[config.mk]
export PLATFORM = sky130hd
export DESIGN_NAME = commit_unit
export DESIGN_NICKNAME = d
export VERILOG_FILES = /design/src/rtl/commit_pkg.sv /design/src/rtl/commit_dp.sv /design/src/rtl/commit_ctrl.sv /design/src/rtl/commit_unit.sv
export SDC_FILE = /design/constraint.sdc
export NUM_CORES = 1
export LEC_CHECK = 0
export CELL_PAD_IN_SITES_DETAIL_PLACEMENT = 0
export CELL_PAD_IN_SITES_GLOBAL_PLACEMENT = 1
export CORE_ASPECT_RATIO = 0.75
export CORE_MARGIN = 2
export CORE_UTILIZATION = 47
export CTS_CLUSTER_SIZE = 25
export DETAILED_ROUTE_END_ITERATION = 6
export HOLD_SLACK_MARGIN = 0.02
export PLACE_DENSITY_LB_ADDON = 0.1
export SYNTH_ARGS = -nofsm -noshare
export SYNTH_HDL_FRONTEND = slang
export SYNTH_SLANG_ARGS = --single-unit
[constraint.sdc]
create_clock -name clk -period 3.4 [get_ports clk]
set_input_delay 0.34 -clock clk [delete_from_list [all_inputs] [get_ports clk]]
set_output_delay 0.34 -clock clk [all_outputs]
set_load 0.02 [all_outputs]
[src/rtl/commit_pkg.sv]
package commit_pkg;
  typedef enum logic [1:0] {
    RPT_REG    = 2'd0,
    RPT_STORE  = 2'd1,
    RPT_BRANCH = 2'd2,
    RPT_NONE   = 2'd3
  } rpt_kind_e;

  typedef enum logic {
    ST_IDLE = 1'b0,
    ST_WAIT = 1'b1
  } commit_state_e;

  // strobes from control to the slot datapath
  typedef struct packed {
    logic allocEn;
    logic freeEn;
  } slot_strobe_t;
endpackage

[src/rtl/commit_dp.sv]
module commit_dp
  import commit_pkg::*;
#(
  parameter int NUM_SLOTS = 8,
  parameter int SLOT_W    = 3,
  parameter int CNT_W     = 6
) (
  input  logic                 clk,
  input  logic                 rstN,
  input  slot_strobe_t         strobe,
  input  logic [SLOT_W-1:0]    allocIdx,
  input  logic [SLOT_W-1:0]    freeIdx,
  input  logic [CNT_W-1:0]     allocRegs,
  input  logic [CNT_W-1:0]     allocStores,
  input  logic                 rptValid,
  input  logic [SLOT_W-1:0]    rptSlot,
  input  logic [1:0]           rptKind,
  output logic [NUM_SLOTS-1:0] slotDone,
  output logic                 errFlag
);
  logic [NUM_SLOTS-1:0] ovfVec;
  rpt_kind_e kind;
  assign kind = rpt_kind_e'(rptKind);

  for (genvar i = 0; i < NUM_SLOTS; i++) begin : g_slot
    logic [CNT_W-1:0] regCnt, stCnt, regTot, stTot;
    logic brSeen, occBit, hit, incReg, incSt, setBr, ovf;

    assign hit = rptValid && (rptSlot == SLOT_W'(i)) && occBit;

    always_comb begin
      incReg = 1'b0;
      incSt  = 1'b0;
      setBr  = 1'b0;
      ovf    = 1'b0;
      if (hit) begin
        case (kind)
          RPT_REG:    if (regCnt == regTot) ovf = 1'b1; else incReg = 1'b1;
          RPT_STORE:  if (stCnt == stTot)   ovf = 1'b1; else incSt  = 1'b1;
          RPT_BRANCH: if (brSeen)           ovf = 1'b1; else setBr  = 1'b1;
          default:    ;
        endcase
      end
    end

    always_ff @(posedge clk) begin
      if (!rstN) begin
        occBit <= 1'b0;
        regCnt <= '0;
        stCnt  <= '0;
        regTot <= '0;
        stTot  <= '0;
        brSeen <= 1'b0;
      end else if (strobe.allocEn && allocIdx == SLOT_W'(i)) begin
        occBit <= 1'b1;
        regCnt <= '0;
        stCnt  <= '0;
        brSeen <= 1'b0;
        regTot <= allocRegs;
        stTot  <= allocStores;
      end else begin
        if (strobe.freeEn && freeIdx == SLOT_W'(i)) occBit <= 1'b0;
        if (incReg) regCnt <= regCnt + 1'b1;
        if (incSt)  stCnt  <= stCnt + 1'b1;
        if (setBr)  brSeen <= 1'b1;
      end
    end

    assign ovfVec[i]   = ovf;
    assign slotDone[i] = occBit && brSeen && (regCnt == regTot) && (stCnt == stTot);
  end

  always_ff @(posedge clk) begin
    if (!rstN) errFlag <= 1'b0;
    else       errFlag <= errFlag | (|ovfVec);
  end
endmodule

[src/rtl/commit_ctrl.sv]
module commit_ctrl
  import commit_pkg::*;
#(
  parameter int NUM_SLOTS = 8,
  parameter int SLOT_W    = 3,
  parameter int NUM_TILES = 8
) (
  input  logic                 clk,
  input  logic                 rstN,
  input  logic                 allocValid,
  input  logic [NUM_SLOTS-1:0] slotDone,
  input  logic [NUM_TILES-1:0] ackIn,
  output logic                 allocReady,
  output logic [SLOT_W-1:0]    allocSlot,
  output logic                 commitValid,
  output logic [SLOT_W-1:0]    commitSlot,
  output logic                 deallocValid,
  output logic [SLOT_W-1:0]    deallocSlot,
  output slot_strobe_t         strobe
);
  localparam int USED_W = $clog2(NUM_SLOTS + 1);
  localparam logic [USED_W-1:0] FULL_CNT = USED_W'(NUM_SLOTS);
  localparam logic [SLOT_W-1:0] LAST_IDX = SLOT_W'(NUM_SLOTS - 1);

  commit_state_e state;
  logic [SLOT_W-1:0]    head, tail;
  logic [USED_W-1:0]    used;
  logic [NUM_TILES-1:0] ackSeen;
  logic                 allocOk;

  assign allocReady   = (used != FULL_CNT);
  assign allocOk      = allocValid && allocReady;
  assign allocSlot    = tail;
  assign commitSlot   = head;
  assign deallocSlot  = head;
  assign commitValid  = (state == ST_IDLE) && slotDone[head];
  assign deallocValid = (state == ST_WAIT) && (&(ackSeen | ackIn));

  assign strobe.allocEn = allocOk;
  assign strobe.freeEn  = deallocValid;

  always_ff @(posedge clk) begin
    if (!rstN) begin
      state   <= ST_IDLE;
      head    <= '0;
      tail    <= '0;
      used    <= '0;
      ackSeen <= '0;
    end else begin
      if (allocOk) tail <= (tail == LAST_IDX) ? '0 : tail + 1'b1;
      case ({allocOk, deallocValid})
        2'b10:   used <= used + 1'b1;
        2'b01:   used <= used - 1'b1;
        default: ;
      endcase
      case (state)
        ST_IDLE: if (commitValid) begin
          state   <= ST_WAIT;
          ackSeen <= '0;
        end
        ST_WAIT: if (deallocValid) begin
          state   <= ST_IDLE;
          ackSeen <= '0;
          head    <= (head == LAST_IDX) ? '0 : head + 1'b1;
        end else begin
          ackSeen <= ackSeen | ackIn;
        end
        default: state <= ST_IDLE;
      endcase
    end
  end
endmodule

[src/rtl/commit_unit.sv]
module commit_unit
  import commit_pkg::*;
#(
  parameter int NUM_SLOTS = 8,
  parameter int NUM_RT    = 4,
  parameter int NUM_DT    = 4,
  parameter int MAX_OUT   = 32
) (
  input  logic                     clk,
  input  logic                     rstN,
  input  logic                     allocValid,
  input  logic [$clog2(MAX_OUT+1)-1:0] allocRegs,
  input  logic [$clog2(MAX_OUT+1)-1:0] allocStores,
  output logic                     allocReady,
  output logic [$clog2(NUM_SLOTS)-1:0] allocSlot,
  input  logic                     rptValid,
  input  logic [$clog2(NUM_SLOTS)-1:0] rptSlot,
  input  logic [1:0]               rptKind,
  output logic                     commitValid,
  output logic [$clog2(NUM_SLOTS)-1:0] commitSlot,
  input  logic [NUM_RT+NUM_DT-1:0] ackIn,
  output logic                     deallocValid,
  output logic [$clog2(NUM_SLOTS)-1:0] deallocSlot,
  output logic                     errFlag
);
  localparam int SLOT_W    = $clog2(NUM_SLOTS);
  localparam int CNT_W     = $clog2(MAX_OUT + 1);
  localparam int NUM_TILES = NUM_RT + NUM_DT;

  slot_strobe_t         strobe;
  logic [NUM_SLOTS-1:0] slotDone;

  commit_ctrl #(.NUM_SLOTS(NUM_SLOTS), .SLOT_W(SLOT_W), .NUM_TILES(NUM_TILES)) u_ctrl (
    .clk(clk), .rstN(rstN), .allocValid(allocValid), .slotDone(slotDone), .ackIn(ackIn),
    .allocReady(allocReady), .allocSlot(allocSlot), .commitValid(commitValid),
    .commitSlot(commitSlot), .deallocValid(deallocValid), .deallocSlot(deallocSlot),
    .strobe(strobe)
  );

  commit_dp #(.NUM_SLOTS(NUM_SLOTS), .SLOT_W(SLOT_W), .CNT_W(CNT_W)) u_dp (
    .clk(clk), .rstN(rstN), .strobe(strobe), .allocIdx(allocSlot), .freeIdx(deallocSlot),
    .allocRegs(allocRegs), .allocStores(allocStores), .rptValid(rptValid),
    .rptSlot(rptSlot), .rptKind(rptKind), .slotDone(slotDone), .errFlag(errFlag)
  );
endmodule

---- After elaboration in Yosys (flattened, before gate mapping) ----
Cells that the tools add are included.
word-level totals
  input bits .............................. 29
  word-level logic and storage cells ...... 344
  output and inout port bits .............. 13
  register bits after elaboration ......... 228
cells by class
  add/sub/neg operators ................... 20
  mux-type cells .......................... 139
  order comparisons ....................... 1
  reductions and logical operators ........ 83
  eq/ne operators ......................... 43
  bitwise logic cells ..................... 4
operator list
  kind                                                                    number
  1-bit two-way mux                                                       123
  6-bit by 1-bit adder with 6-bit output (second input constant)          16
  6-bit equality test                                                     16
  1-bit logical AND                                                       59
  3-bit equality test (second input constant)                             12
  1-bit one-hot mux with 3 select lines                                   8
  3-bit by 2-bit equality test with 1-bit output (second input constant)  6
  2-bit nonzero test                                                      9
  8-bit two-way mux                                                       2
  8-bit one-hot mux with 2 select lines                                   1
  2-bit OR reduction                                                      8
  3-bit by 1-bit equality test with 1-bit output (second input constant)  3
  3-bit logical NOT                                                       3
  8-bit bitwise OR                                                        1
  4-bit one-hot mux with 2 select lines                                   1
  8-bit AND reduction                                                     1
  8-bit OR reduction                                                      1
  3-bit by 1-bit adder with 3-bit output (second input constant)          2
  3-bit two-way mux                                                       2
  4-bit by 1-bit adder with 4-bit output (second input constant)          1
  2-bit by 1-bit equality test with 1-bit output (second input constant)  2
  2-bit equality test (second input constant)                             2
  3-bit by 4-bit < comparator with 1-bit output (second input constant)   1
  4-bit inequality test (second input constant)                           1
  8 further kinds                                                         9

---- Depth between registers and ports, before layout ----
  depth after elaboration ................. 8
  depth in mapped cells ................... 11
  mapped depth without buffers ............ 11

---- By module ----
Synthesis repeated with hierarchy kept, for this count alone.
second synthesis, totals
  cell total of the unflattened synthesis .. 1,250
  area, all modules ....................... 10,565.1 sq um
modules (own cells, without submodules)
  module       sequential area each (sq um)  cells each  instances  area an instance (sq um)
  commit_dp    4,184.0                       1,137       1          9,555.4
  commit_ctrl  380.4                         113         1          1,009.7

---- Worst setup path after synthesis ----
Ideal clock, no wire load.
  path kind ............................... input port to flip-flop
  start point ............................. in ackIn[2]
  end point ............................... reg u_ctrl.used[3]
  buffers on the path ..................... 0
  arrival time ............................ 2.443 ns
  slack ................................... 0.882 ns
  library setup time ...................... 0.076 ns
  cell stages on the path ................. 11
  cells stage by stage .................... o22ai_1 nor4_1 nand2_1 clkinv_1 ha_1 ha_1 a21o_1 a21oi_1 xnor2_1 or3_1 a21boi_0
on the way
  longest elaborated chain between the ends .. 5
  elaborated cells between the ends (all ways) .. 7
  those cells by class .................... eq/ne: 2; mux: 1; bitwise: 1; reduce/logical: 3
RTL lines
  what                                                                                          line               RTL
  start, declared                                                                               commit_unit.sv:21  input logic [NUM_RT+NUM_DT-1:0] ackIn,
  8-bit bitwise OR (*)                                                                          commit_ctrl.sv:37  assign deallocValid = (state == ST_WAIT) && (&(ackSeen | ackIn));
  8-bit AND reduction (*)                                                                       commit_ctrl.sv:37
  1-bit logical AND (*)                                                                         commit_ctrl.sv:37
  named net deallocValid                                                                        commit_unit.sv:22  output logic deallocValid,
  2-bit by 1-bit equality test with 1-bit output / 2-bit equality test (equally long branches)  commit_ctrl.sv:51  case ({allocOk, deallocValid})
  4-bit one-hot mux with 2 select lines / 2-bit nonzero test (equally long branches)            n/a
  end signal, assigned                                                                          commit_ctrl.sv:52  2'b10: used <= used + 1'b1;
  end signal, assigned                                                                          commit_ctrl.sv:53  2'b01: used <= used - 1'b1;
  end, declared                                                                                 commit_ctrl.sv:27  logic [USED_W-1:0] used;
Mark *: on every way through the listed nets, which the timed path passes. The rest lies on a longest branch.
A chain may end at the register's enable or synchronous reset.

---- Worst setup path in the final report ----
  start point ............................. reg u_dp.g_slot[0].stCnt[0]
  end point ............................... out commitValid
on the way
  longest elaborated chain between the ends .. 5
RTL lines
  what                                       line               RTL
  start, declared                            commit_dp.sv:26    logic [CNT_W-1:0] regCnt, stCnt, regTot, stTot;
  start signal, assigned                     commit_dp.sv:64    if (incSt) stCnt <= stCnt + 1'b1;
  6-bit equality test                        commit_dp.sv:70    assign slotDone[i] = occBit && brSeen && (regCnt == regTot) && (stCnt == stTot);
  1-bit logical AND                          commit_dp.sv:70
  1-bit binary-select mux with 3-bit select  commit_ctrl.sv:36  assign commitValid = (state == ST_IDLE) && slotDone[head];
  1-bit two-way mux (not written as such)    commit_ctrl.sv:36
  1-bit logical AND                          commit_ctrl.sv:36
  end, declared                              commit_unit.sv:19  output logic commitValid,
Every way passes these cells. The select of a mux whose other input is x is not followed.

==> run summary <==
Port bufs: 41
Final Setup Violations: 0
Cell Area, Synth: 0.01069 mm²
Setup tns final: 0 ps
Slew Viols, Final: 0
Post-synthesis simple-gate area fraction: 22.58%
Die ar.: 0.02399 mm²
Pwr per Cell Area: 481.5 mW/mm²
Endpoints failing hold: 0
XOR/XNOR share of the synthesized area: 14.50%
Mapped Nets: 1289
Via Count: 8365
Synth Area in Adders: 3.814%
Clk_lat worst skew: 520 ps
Hold Path Class: in -> reg
Number of global-route vias before repair: 7657
Final GP Congestion: 0.8557
RSZ-0062 raised after global routing: false
Syn Area/Cell: 8.708 µm²
Register area: 0.004564 mm²
Syn Inst Count: 1228
Antenna violations before repair: 0
Setup Skew: 17.32 ps
Number of enable flip-flop cells after synthesis: 0
Data arrival, critical path: 2860 ps
Nets: 1323
Mux contribution to synthesized area: 1.498%
Period minus WS final: 3204 ps
Flops & latches, synth: 228
CP required: 3060 ps
DR vias/cell: 5.314
Number of H-tree levels: 1
TritonCTS Buffers: 24
Status: complete, no violations
CTS Buffer Depth: 3
CTS tree: yes
Seq/Total Area, Yosys: 42.68%
Worst hold slack: 336.7 ps
Post-synth top flop: dfxtp_1
First-pass GRT wire length: 42700 µm
Yosys top cell area share: 42.68%
Gr usage total: 22.44%
PnR Total Power: 5.919 mW
Die H: 134.6 µm
Yosys cell types: 55
Starting DRC count in detailed routing: 562
Row Count: 47
CP max FO: 4
Period utilization: 94.25%
Complex-gate fraction of the synthesized area: 11.57%
Congestion Overflow GR: 0
Root Buffer Master: clkbuf_16
Maxcap violations: 0
Max-slew headroom: 46.45%
Multi-input logic area: 0.005778 mm²
Routed len/inst: 16.97 µm
Lkg Pwr: 4.752 nW
Post-synth ARST share: 0%
Max VDD drop: 0.3557 mV
Io pins: 42
Yosys warns: 0
Filler cell count: 2058
Share of cells above drive strength 1: 6.802%
Clock-pin transition on the worst setup and hold timing paths: 60 ps
Die X-Extent: 178.2 µm
Largest family of logic cells by synthesized area: simple AND/OR/NAND/NOR gates
Max Clock Freq: 312.1 MHz
DRC viols: 0
Routed Antenna Nets: 0
DRT Pass-1 Iters: 5
Core ar.: 0.02217 mm²
Largest net degree at the start of global routing: 54
Area grow syn2layout: 14.96%
Yosys top cell by area: dfxtp_1
Slew @ Worst Pin: 802.8 ps
HPWL after detailed placement: 18550 µm
Crit start category: register
Setup crit end kind: primary output
Kind of critical path: reg -> out
Top cells by area, synth: dfxtp_1 (43%), xor2_1 (8.2%), nand2_1 (7.0%)
Clk sinks: 228
Hold-fix buffer count after cts: 0
Initial core utilization: 48.24%
DRT Wirelength: 26710 µm
==> worst paths after layout <==
check / start / depth (start not counted) / to / slack (ps)
worst max-delay path: u_dp.g_slot[0].stCnt[0] / 8 / commitValid / 200
worst min-delay path: rstN / 2 / u_ctrl.commitSlot[2] / 340
worst max register to register: u_ctrl.ackSeen[3] / 11 / u_ctrl.used[3] / 990
worst min register to register: u_dp.g_slot[6].stTot[3] / 2 / u_dp.g_slot[6].stTot[3] / 470
==> cells by family after synthesis <==
logic type,after synthesis
mux,16
fa+ha+maj,32
xor+xnor,177
flops,228
simple gates,520
compound gates,173
buf+inv,82
==> cell type report <==
type / instances / area share, %
Inverter: 12 / 0.3664
Antenna cell: 1 / 0.02035
Sequential cell: 228 / 37.13
Timing Repair Buffer: 78 / 5.669
Clock inverter: 9 / 0.9770
Clock buffer: 34 / 5.852
Tap cell: 294 / 2.992
Multi-Input combinational cell: 918 / 47.00
==> metrics by stage <==
stage | util, % | instance area, µm² | std cells | setup slack (ps)
finish | 55.45 | 12290 | 1574 | 195.5
global route | 55.44 | 12290 | 1573 | 34.75
CTS | 55.44 | 12290 | 1573 | 125.5
detailed placement | 51.61 | 11440 | 1529 | 477.1
global placement | 51.61 | 11440 | 1529 | 473.2
floorplan | - | 10690 | 1228 | 881.5
==> report_power, final <==
part / internal, mW / switching, mW / total, mW
sequential: 2.71 / 0.0325 / 2.74
combinational: 0.151 / 0.256 / 0.408
clock: 1.69 / 1.08 / 2.77
==> state kept, by name (all words and copies together), names as in the netlist <==
signal	count
u_dp.g_slot.stCnt	48
u_dp.errFlag	1
u_dp.g_slot.regCnt	48
u_ctrl.state	1
u_dp.g_slot.brSeen	8
u_dp.g_slot.stTot	48
u_ctrl.ackSeen	8
u_ctrl.allocSlot	3
u_ctrl.used	4
u_dp.g_slot.regTot	48
u_dp.g_slot.occBit	8
u_ctrl.commitSlot	3
==> synth_stat cells, drive strengths merged (14+ instances only) <==
library cell	number
nand4	49
nor3	25
o21ai	22
nand3	57
a21boi	89
mux2i	16
clkbuf	55
xnor2	77
ha	31
a22o	14
xor2	100
and3	32
buf	15
dfxtp	228
nand2	199
nor2	114
a21oi	19
==> layout by cell type (no fill, tap or decap), types with 11 or more instances in the layout <==
cell,n
a21boi_0,89
a21oi_1,19
a22o_1,14
and3_1,31
buf_4,37
clkbuf_16,25
clkdlybuf4s50_1,39
dfxtp_1,228
ha_1,31
inv_1,11
mux2i_1,16
nand2_1,199
nand3_1,57
nand4_1,49
nor2_1,112
nor3_1,22
o21ai_0,22
xnor2_1,77
xor2_1,100
==> repair_timing <==
| item | CTS | global route |
|---|---|---|
| cloned | 0 | 0 |
| setup endpoints to repair | 1 | 1 |
| resized for setup | 2 | 0 |
| pin swaps | 2 | 1 |
| buffers inserted | 1 | 0 |
| hold endpoints to repair | 0 | 0 |
==> worst max-delay path, stage by stage (launching register included) <==
cell	delay (ps)
dfxtp_1	400
xnor2_1	130
nand2_1	80
or3_1	390
o41ai_2	390
a31oi_1	130
nor4_4	340
and2b_1	170
dlygate4sd2_1	320
==> layer usage <==
| metal | global-route usage [%] | up-vias | share of wire [%] |
|---|---|---|---|
| met5 | 0 | - | 0 |
| met2 | 33.89 | 147 | 42 |
| met4 | 3.794 | 0 | 1.4 |
| li1 | - | 4231 | - |
| met3 | 2.843 | 26 | 4.4 |
| met1 | 34.53 | 3961 | 52 |
(Power assumes the default switching activity.)
